$ cat config.mk
export PLATFORM = sky130hd
export DESIGN_NAME = raster_timing_gen
export DESIGN_NICKNAME = d
export VERILOG_FILES = /design/src/rtl/raster_pkg.sv /design/src/rtl/raster_div_stage.sv /design/src/rtl/raster_hdecode.sv /design/src/rtl/raster_vdecode.sv /design/src/rtl/raster_timing_gen.sv
export SDC_FILE = /design/constraint.sdc
export NUM_CORES = 1
export LEC_CHECK = 0
export CAP_MARGIN = 20
export CORE_ASPECT_RATIO = 0.7
export CORE_MARGIN = 2
export CORE_UTILIZATION = 51
export DETAILED_ROUTE_END_ITERATION = 8
export GPL_ROUTABILITY_DRIVEN = 0
export HOLD_SLACK_MARGIN = 0.08
export PLACE_DENSITY = 0.85
export SLEW_MARGIN = 20
export SYNTH_ARGS = -nofsm -noshare
export SYNTH_HDL_FRONTEND = slang
export SYNTH_SLANG_ARGS = --single-unit
export TNS_END_PERCENT = 100
$ cat constraint.sdc
create_clock -name clk_i -period 2.3 [get_ports clk_i]
set_clock_uncertainty 0.2 [all_clocks]
set_input_delay 0.23 -clock clk_i [delete_from_list [all_inputs] [get_ports clk_i]]
set_output_delay 0.23 -clock clk_i [all_outputs]
set_load 0.05 [all_outputs]
$ cat src/rtl/raster_pkg.sv
package raster_pkg;
  localparam int unsigned NSTAGE = 5;

  typedef enum int unsigned {
    STG_PRE  = 0,
    STG_TICK = 1,
    STG_COL  = 2,
    STG_LINE = 3,
    STG_GRP  = 4
  } stage_e;

  function automatic int unsigned width_for(input int unsigned maxval);
    int unsigned w;
    w = 1;
    while ((1 << w) <= maxval) w++;
    return w;
  endfunction
endpackage

$ cat src/rtl/raster_div_stage.sv
module raster_div_stage #(
  parameter int unsigned MOD = 2,
  parameter int unsigned W   = 8
) (
  input  logic         clk_i,
  input  logic         rst_ni,
  input  logic         en_i,
  output logic [W-1:0] cnt_o,
  output logic         wrap_o
);
  localparam logic [W-1:0] LAST = W'(MOD - 1);

  logic [W-1:0] cnt_q;

  assign wrap_o = (cnt_q == LAST);
  assign cnt_o  = cnt_q;

  always_ff @(posedge clk_i or negedge rst_ni) begin
    if (!rst_ni)   cnt_q <= '0;
    else if (en_i) cnt_q <= wrap_o ? '0 : cnt_q + W'(1);
  end

  assert_in_range_R6: assert property (@(posedge clk_i) disable iff (!rst_ni)
    cnt_q <= LAST);
  assert_hold_when_idle_R1: assert property (@(posedge clk_i) disable iff (!rst_ni)
    !en_i |=> $stable(cnt_q));
endmodule

$ cat src/rtl/raster_hdecode.sv
module raster_hdecode #(
  parameter int unsigned W            = 8,
  parameter int unsigned HSYNC_COLS   = 1,
  parameter int unsigned HB_BASE_COLS = 2,
  parameter int unsigned HB_EXT_TICKS = 4,
  parameter int unsigned CHK_COLS     = 2
) (
  input  logic         clk_i,
  input  logic         rst_ni,
  input  logic [W-1:0] pre_i,
  input  logic [W-1:0] tick_i,
  input  logic [W-1:0] col_i,
  output logic         vline_o,
  output logic         hsync_o,
  output logic         hblank_o,
  output logic         hchk_o
);
  localparam logic [W-1:0] SYNC_END = W'(HSYNC_COLS);
  localparam logic [W-1:0] HB_COL   = W'(HB_BASE_COLS);
  localparam logic [W-1:0] HB_EXT   = W'(HB_EXT_TICKS);
  localparam logic [W-1:0] CHK_DIV  = W'(CHK_COLS);

  logic base_pulse, ext_pulse;
  logic [W-1:0] chk_idx;

  assign vline_o    = (pre_i == '0) && (tick_i == '0);
  assign hsync_o    = (col_i < SYNC_END);
  // 8 us base pulse, stretched by the first ticks of the following column
  assign base_pulse = (col_i < HB_COL);
  assign ext_pulse  = (col_i == HB_COL) && (tick_i < HB_EXT);
  assign hblank_o   = base_pulse || ext_pulse;
  assign chk_idx    = col_i / CHK_DIV;
  assign hchk_o     = ~chk_idx[0];

  assert_sync_in_blank_R3: assert property (@(posedge clk_i) disable iff (!rst_ni)
    hsync_o |-> hblank_o);
  assert_strobe_single_R1: assert property (@(posedge clk_i) disable iff (!rst_ni)
    vline_o |=> !vline_o);
endmodule

$ cat src/rtl/raster_vdecode.sv
module raster_vdecode #(
  parameter int unsigned W           = 8,
  parameter int unsigned VS_START    = 4,
  parameter int unsigned VS_LINES    = 4,
  parameter int unsigned CHK_GROUPS  = 2
) (
  input  logic         clk_i,
  input  logic         rst_ni,
  input  logic [W-1:0] line_i,
  input  logic [W-1:0] grp_i,
  output logic         hline_o,
  output logic         vblank_o,
  output logic         vsync_o,
  output logic         vchk_o
);
  localparam logic [W-1:0] VS_FIRST = W'(VS_START);
  localparam logic [W-1:0] VS_END   = W'(VS_START + VS_LINES);
  localparam logic [W-1:0] CHK_DIV  = W'(CHK_GROUPS);

  logic [W-1:0] chk_idx;

  assign hline_o  = (line_i == '0);
  assign vblank_o = (grp_i == '0);
  assign vsync_o  = vblank_o && (line_i >= VS_FIRST) && (line_i < VS_END);
  assign chk_idx  = grp_i / CHK_DIV;
  assign vchk_o   = chk_idx[0];

  assert_vsync_in_vblank_R7: assert property (@(posedge clk_i) disable iff (!rst_ni)
    vsync_o |-> vblank_o);
  assert_vsync_not_first_line_R7: assert property (@(posedge clk_i) disable iff (!rst_ni)
    vsync_o |-> !hline_o);
endmodule

$ cat src/rtl/raster_timing_gen.sv
module raster_timing_gen
  import raster_pkg::*;
#(
  parameter int unsigned CLK_DIV        = 2,
  parameter int unsigned TICKS_PER_COL  = 8,
  parameter int unsigned COLS_PER_LINE  = 16,
  parameter int unsigned LINES_PER_GRP  = 26,
  parameter int unsigned GRPS_PER_FIELD = 12,
  parameter int unsigned HSYNC_COLS     = 1,
  parameter int unsigned HB_BASE_COLS   = 2,
  parameter int unsigned HB_EXT_TICKS   = 4,
  parameter int unsigned CHK_COLS       = 2,
  parameter int unsigned VS_START       = 4,
  parameter int unsigned VS_LINES       = 4,
  parameter int unsigned CHK_GROUPS     = 2
) (
  input  logic clk_i,
  input  logic rst_ni,
  output logic vline_o,
  output logic hline_o,
  output logic hsync_o,
  output logic hblank_o,
  output logic vsync_o,
  output logic vblank_o,
  output logic csync_o,
  output logic cblank_o,
  output logic hchk_o,
  output logic vchk_o
);
  localparam int unsigned MODS [NSTAGE] =
    '{CLK_DIV, TICKS_PER_COL, COLS_PER_LINE, LINES_PER_GRP, GRPS_PER_FIELD};
  localparam int unsigned MAXMOD = (COLS_PER_LINE > LINES_PER_GRP) ? COLS_PER_LINE : LINES_PER_GRP;
  localparam int unsigned MAXALL = (MAXMOD > GRPS_PER_FIELD) ? MAXMOD : GRPS_PER_FIELD;
  localparam int unsigned CW     = width_for(MAXALL > TICKS_PER_COL ? MAXALL : TICKS_PER_COL);

  logic [CW-1:0]     cnt  [NSTAGE];
  logic [NSTAGE-1:0] en;
  logic [NSTAGE-1:0] wrap;

  for (genvar i = 0; i < NSTAGE; i++) begin : g_stage
    if (i == 0) begin : g_first
      assign en[i] = 1'b1;
    end else begin : g_next
      assign en[i] = en[i-1] & wrap[i-1];
    end
    raster_div_stage #(.MOD(MODS[i]), .W(CW)) u_stage (
      .clk_i  (clk_i),
      .rst_ni (rst_ni),
      .en_i   (en[i]),
      .cnt_o  (cnt[i]),
      .wrap_o (wrap[i])
    );
  end

  raster_hdecode #(
    .W(CW), .HSYNC_COLS(HSYNC_COLS), .HB_BASE_COLS(HB_BASE_COLS),
    .HB_EXT_TICKS(HB_EXT_TICKS), .CHK_COLS(CHK_COLS)
  ) u_hdec (
    .clk_i    (clk_i),
    .rst_ni   (rst_ni),
    .pre_i    (cnt[STG_PRE]),
    .tick_i   (cnt[STG_TICK]),
    .col_i    (cnt[STG_COL]),
    .vline_o  (vline_o),
    .hsync_o  (hsync_o),
    .hblank_o (hblank_o),
    .hchk_o   (hchk_o)
  );

  raster_vdecode #(
    .W(CW), .VS_START(VS_START), .VS_LINES(VS_LINES), .CHK_GROUPS(CHK_GROUPS)
  ) u_vdec (
    .clk_i    (clk_i),
    .rst_ni   (rst_ni),
    .line_i   (cnt[STG_LINE]),
    .grp_i    (cnt[STG_GRP]),
    .hline_o  (hline_o),
    .vblank_o (vblank_o),
    .vsync_o  (vsync_o),
    .vchk_o   (vchk_o)
  );

  assign csync_o  = hsync_o | vsync_o;
  assign cblank_o = hblank_o | vblank_o;

  assert_field_restart_R6: assert property (@(posedge clk_i) disable iff (!rst_ni)
    (en[STG_GRP] && wrap[STG_GRP]) |=> (vblank_o && hsync_o && hline_o && vline_o));
  assert_vblank_starts_line_R6: assert property (@(posedge clk_i) disable iff (!rst_ni)
    $rose(vblank_o) |-> hsync_o);
  assert_cblank_covers_R9: assert property (@(posedge clk_i) disable iff (!rst_ni)
    (vblank_o || hblank_o) |-> cblank_o);
  assert_csync_covers_R9: assert property (@(posedge clk_i) disable iff (!rst_ni)
    (vsync_o || hsync_o) |-> csync_o);
endmodule

# [After elaboration in Yosys (flattened, before gate mapping)]
# Index checks and enable logic that the tools add are counted.
[classes] n_reduce_logical=9 bitwise_logic=6 addsub=5 order_cmp=5 muxes=5 eq_ne=6
[ops] cell="$add 5x1->5 const B" count=5
[ops] cell="$mux 5" count=5
[ops] cell="$logic_not 5->1" count=4
[ops] cell="$eq 5x4->1 const B" count=2
[ops] cell="$eq 5x1->1 const B" count=1
[ops] cell="$eq 5x2->1 const B" count=1
[ops] cell="$eq 5x3->1 const B" count=1
[ops] cell="$eq 5x5->1 const B" count=1
[ops] cell="$ge 5x3->1 const B" count=1
[ops] cell="$lt 5x1->1 const B" count=1
[ops] cell="$lt 5x2->1 const B" count=1
[ops] cell="$lt 5x3->1 const B" count=1
[ops] cell="$lt 5x4->1 const B" count=1
[ops] cell="$logic_and 1x1->1" count=4
[ops] cell="$and 1x1->1" count=3
[ops] cell="$or 1x1->1" count=2
[ops] cell="$logic_or 1x1->1" count=1
[ops] cell="$not 1->1" count=1
[word_totals] register_bits=25 input_bits=2 out_inout_bits=10 elab_cells=41

# [Longest topological paths before layout]
[logic_depth] ltp_word=4 depth_mapped=7 depth_no_buf=6

# [By module]
# A second synthesis with hierarchy kept.
[unflattened] hier_cells=130 hier_area_um2=1400.1
[modules_own_cells] mod="raster_div_stage (g_stage[3].u_stage)" instances=1 cells_each=26 area_per_inst_um2=276.5
[modules_own_cells] mod="raster_div_stage (g_stage[0].u_stage)" instances=1 cells_each=21 area_per_inst_um2=260.2
[modules_own_cells] mod="raster_div_stage (g_stage[4].u_stage)" instances=1 cells_each=21 area_per_inst_um2=249.0
[modules_own_cells] mod="raster_div_stage (g_stage[1].u_stage)" instances=1 cells_each=20 area_per_inst_um2=239.0
[modules_own_cells] mod="raster_div_stage (g_stage[2].u_stage)" instances=1 cells_each=20 area_per_inst_um2=237.7
[modules_own_cells] mod="raster_hdecode" instances=1 cells_each=9 area_per_inst_um2=50.0
[modules_own_cells] mod="raster_vdecode" instances=1 cells_each=7 area_per_inst_um2=47.5
[modules_own_cells] mod="raster_timing_gen" instances=1 cells_each=6 area_per_inst_um2=40.0

# [Worst setup path after synthesis]
# OpenSTA, ideal clock, no wires.
[synth_timing] kind="flip-flop to output port" start="register g_stage[4].u_stage.cnt_q[1]" end="output csync_o" required_time_ns=1.870 t_arrival_ns=3.600 path_buffers=0 path_slack_ns=-1.730 stages_incl_launch_ff=6 cell_sequence="dfrtp_1 inv_1 ha_1 nor4b_1 and3_1 or2_2"
[synth_via] elab_chain_cells=4
[synth_lines] element="start: declaration" line="raster_div_stage.sv:13" text="logic [W-1:0] cnt_q;"
[synth_lines] element="start signal: assignment" line="raster_div_stage.sv:20" text="else if (en_i) cnt_q <= wrap_o ? '0 : cnt_q + W'(1);"
[synth_lines] element="$logic_not 5->1" line="raster_vdecode.sv:23" text="assign vblank_o = (grp_i == '0);"
[synth_lines] element="named net vblank_o" line="raster_timing_gen.sv:24" text="output logic vblank_o,"
[synth_lines] element="$logic_and 1x1->1 (2 in series)" line="raster_vdecode.sv:24" text="assign vsync_o = vblank_o && (line_i >= VS_FIRST) && (line_i < VS_END);"
[synth_lines] element="named net vsync_o" line="raster_timing_gen.sv:23" text="output logic vsync_o,"
[synth_lines] element="$or 1x1->1" line="raster_timing_gen.sv:83" text="assign csync_o = hsync_o | vsync_o;"
[synth_lines] element="end: declaration" line="raster_timing_gen.sv:25" text="output logic csync_o,"
# The timed path passes the listed nets, and every way through them passes these cells.

# [Worst setup path in the final report]
[layout_timing] start="register g_stage[0].u_stage.cnt_q[1]" end="register g_stage[4].u_stage.cnt_q[3]"
[layout_via] elab_chain_cells=4
[layout_lines] element="start: declaration" line="raster_div_stage.sv:13"
[layout_lines] element="start signal: assignment" line="raster_div_stage.sv:20"
[layout_lines] element="$eq 5x1->1" line="raster_div_stage.sv:15" text="assign wrap_o = (cnt_q == LAST);"
[layout_lines] element="$and 1x1->1 (3 in series)" line="raster_timing_gen.sv:44" text="assign en[i] = en[i-1] & wrap[i-1];"
# Every way passes these cells.
# A chain may end at the register's enable or synchronous reset.

==> flow_metrics.tcl <==
set metrics [dict create \
    status "finished clean" \
    start_util_pct 54.58 \
    postRouteAntennaNets 0 \
    yosysUniqueCellTypes 29 \
    powerDensity_nw_per_um2 394.6 \
    drt-wirelength-per-cell_um 15.56 \
    dpl.cell_count 199 \
    p_leak_uw 0.0007960 \
    fp.dieArea_um2 3129 \
    ys_seq_area_share_pct 45.58 \
    num_vias 1178 \
    wirelength_um 3174 \
    fmax_mhz 441.9 \
    power.share.clock_pct 37.2 \
    finalNonFillerCells 204 \
    cp.required_ns 2.32 \
    syn_nets 154 \
    yosysMostFrequentCell "dfrtp_1" \
    synth_cells 140 \
    setup_viol 0 \
    synthFlopType "dfrtp_1" \
    fp.dieW_um 66.01 \
    synth-edff-count 0 \
    core_um2 2515 \
    overflow 0 \
    fp.dieH_um 47.41 \
    num_antenna_cells 0 \
    cts.path.max_buffers 2 \
    ys_ff_latch 25 \
    slew_headroom_pct 64.94 \
    min_period_over_period_pct 98.39 \
    synth.yosys.warnings 0 \
    synth_top_cell_by_area "dfrtp_1" \
    p_sw_uw 150.8 \
    rows 15 \
    synth-compound-area-share_pct 9.116 \
    p_int_uw 566.1 \
    drc 0 \
    slowest_delay_ns 0.56 \
    tightest_slew_ns 0.5188 \
    rsz0062_at_grt "yes" \
    cts_sinks 25 \
    synth_commonest_cells "dfrtp_1, o21ai_0, inv_1, ha_1, nand3_1" \
    synth-async-reset-ratio_pct 100.0 \
    synth-simple-area-share_pct 24.89 \
    period_minus_slack_ns 2.263 \
    cp.arrival_ns 2.28 \
    synthMuxAreaShare_pct 0 \
    grt_pass1_vias 1080 \
    drtIter0Drc 115 \
    cp_slowest_cell "or4_4" \
    ios 12 \
    cts_tree "built" \
    vias_per_cell 5.775 \
    slew_violations 0 \
    antenna_found_initial 0 \
    p_seq_share_pct 61.2 \
    worstSkewPairLatency_ns 0.28 \
    crit_type "reg -> reg" \
    largest_reg_flops 25 \
    synth.cell_area_um2 1373 \
    postLayoutCoreUtil_pct 72.24 \
    root_buffer "clkbuf_8" \
    cp_cell_sequence "inv_2 > ha_4 > or4b_4 > or4_4 > or3_1 > o21ai_1" \
    synth_top_family_by_area "simple AND/OR/NAND/NOR gates" \
    avgSynthCellArea_um2 9.804 \
    peakVddDrop_v 0.0003751 \
    numCtsBuffers 3 \
    hold_violations 0 \
    grt_usage_pct 22.50 \
    areaGrowthSynthToFinish_pct 32.36 \
    dr.pass1.iters 4 \
    synth_fa_ha_area_share_pct 10.94 \
    crit_fanout 4 \
    portBuffers 11 \
    hold_class "in -> async" \
    p_sw_share_pct 21.04 \
    dp_hpwl_um 2390 \
    path_clk_slew_ns 0.09 \
    cp-end-kind "flip-flop" \
    netlist.area_leader.share_pct 45.58 \
    drive_gt1_share_pct 25.88 \
    cap_violations 0 \
    worstSetupStartpointType "flip-flop" \
    nNetsFinal 185 \
    grt_pass1_wl_um 5023 \
    pwr-share-comb_pct 1.5 \
    synthTopCellsByArea "dfrtp_1, ha_1, o21ai_0" \
    synth_xor_area_share_pct 5.105 \
    grt_max_degree 26 \
    htreeDepth 1 \
]
## layout make-up
class                      count  area, um^2
multi-input combinational    101       768.2
fill                         168       698.2
sequential                    25       626.9
timing repair buffer          27       285.3
inverter                      13       48.80
clock buffer                   4       45.04
tap                           34       42.54
## cells in the final DEF, fill, tap and decap left out, types with 3 or more instances in the layout
cell type        instances
a21oi_1                  3
buf_12                   6
buf_4                   18
clkbuf_8                 3
clkdlybuf4s50_1          3
dfrtp_1                 24
ha_1                    10
inv_1                   12
nand2_1                 10
nand3_1                 12
nor2_1                   7
nor3_1                   4
o21ai_0                 13
o31ai_1                  3
xnor2_1                  8
## worst max-delay path: cells and delay by family, from the launching register on
family                   cells  cell delay (ns)
AND/OR/NAND/NOR              3             1.32
buffers and inverters        1             0.08
flip-flops                   1             0.39
adder cells (fa/ha/maj)      1             0.13
AO/OA/AOI/OAI                1             0.07
## final timing paths
kind,startpoint,endpoint,slack [ns],depth (start not counted)
setup / recovery,g_stage[0].u_stage.cnt_o[1],g_stage[4].u_stage.cnt_o[3],0.04,6
hold / removal,rst_ni,g_stage[0].u_stage.cnt_o[0],0.11,2
setup reg to reg,g_stage[0].u_stage.cnt_o[1],g_stage[4].u_stage.cnt_o[3],0.04,6
hold reg to reg,g_stage[0].u_stage.cnt_o[4],g_stage[0].u_stage.cnt_o[4],0.34,1
max in group asynchronous,rst_ni,g_stage[4].u_stage.cnt_o[1],1.53,2
min in group clk_i,g_stage[0].u_stage.cnt_o[4],g_stage[0].u_stage.cnt_o[4],0.34,1
## per-stage QoR
| step | setup TNS (ns) | total power (uW) | worst slack [ns] | hold WS [ns] | instance area (um^2) |
|---|---|---|---|---|---|
| 4_1_cts | 0 | 718.4 | 0.002516 | 0.1188 | 1795 |
| 6_report | 0 | 716.9 | 0.03695 | 0.1063 | 1817 |
| 3_5_place_dp | -0.08962 | 459.5 | -0.03889 | 0.3198 | 1729 |
| 5_1_grt | -0.02089 | 728.6 | -0.01904 | 0.1364 | 1817 |
| 3_3_place_gp | 0 | 459.4 | 0.04843 | 0.2996 | 1729 |
| 2_1_floorplan | -0.2589 | 448.0 | -0.2112 | -0.2656 | 1420 |
## cell families (layout without fill, tap and decap cells)
| logic type | Yosys count | in the layout |
|---|---|---|
| simple gates | 59 | 59 |
| compound gates | 22 | 22 |
| xor+xnor | 8 | 8 |
| flops | 25 | 25 |
| fa+ha+maj | 12 | 12 |
| buf+inv | 14 | 44 |
## timing repair
action                     4_1_cts  5_1_grt
gates resized for setup          4        2
hold endpoints to repair         0        0
hold buffers                     0        0
buffers inserted                 0        1
pin swaps                        1        4
setup endpoints to repair        4        4
## per-layer routing
metal,vias to the layer above,share of wire (%),GRT usage (%)
met5,-,0,0
met3,6,5.5,5.755
met1,582,41,28.07
li1,554,-,-
met4,0,1.8,7.347
met2,36,52,39.60
## power by group through the flow
stage / Clock [uW] / Combinational, uW / Sequential, uW
finish: 267 / 11.0 / 439
global route: 276 / 13.2 / 439
floorplan: 0 / 0.000294 / 448
detailed placement: 0 / 11.7 / 448
CTS: 268 / 11.7 / 439
global placement: 0 / 11.5 / 448
Note: power is estimated with default switching activity, not from simulation.
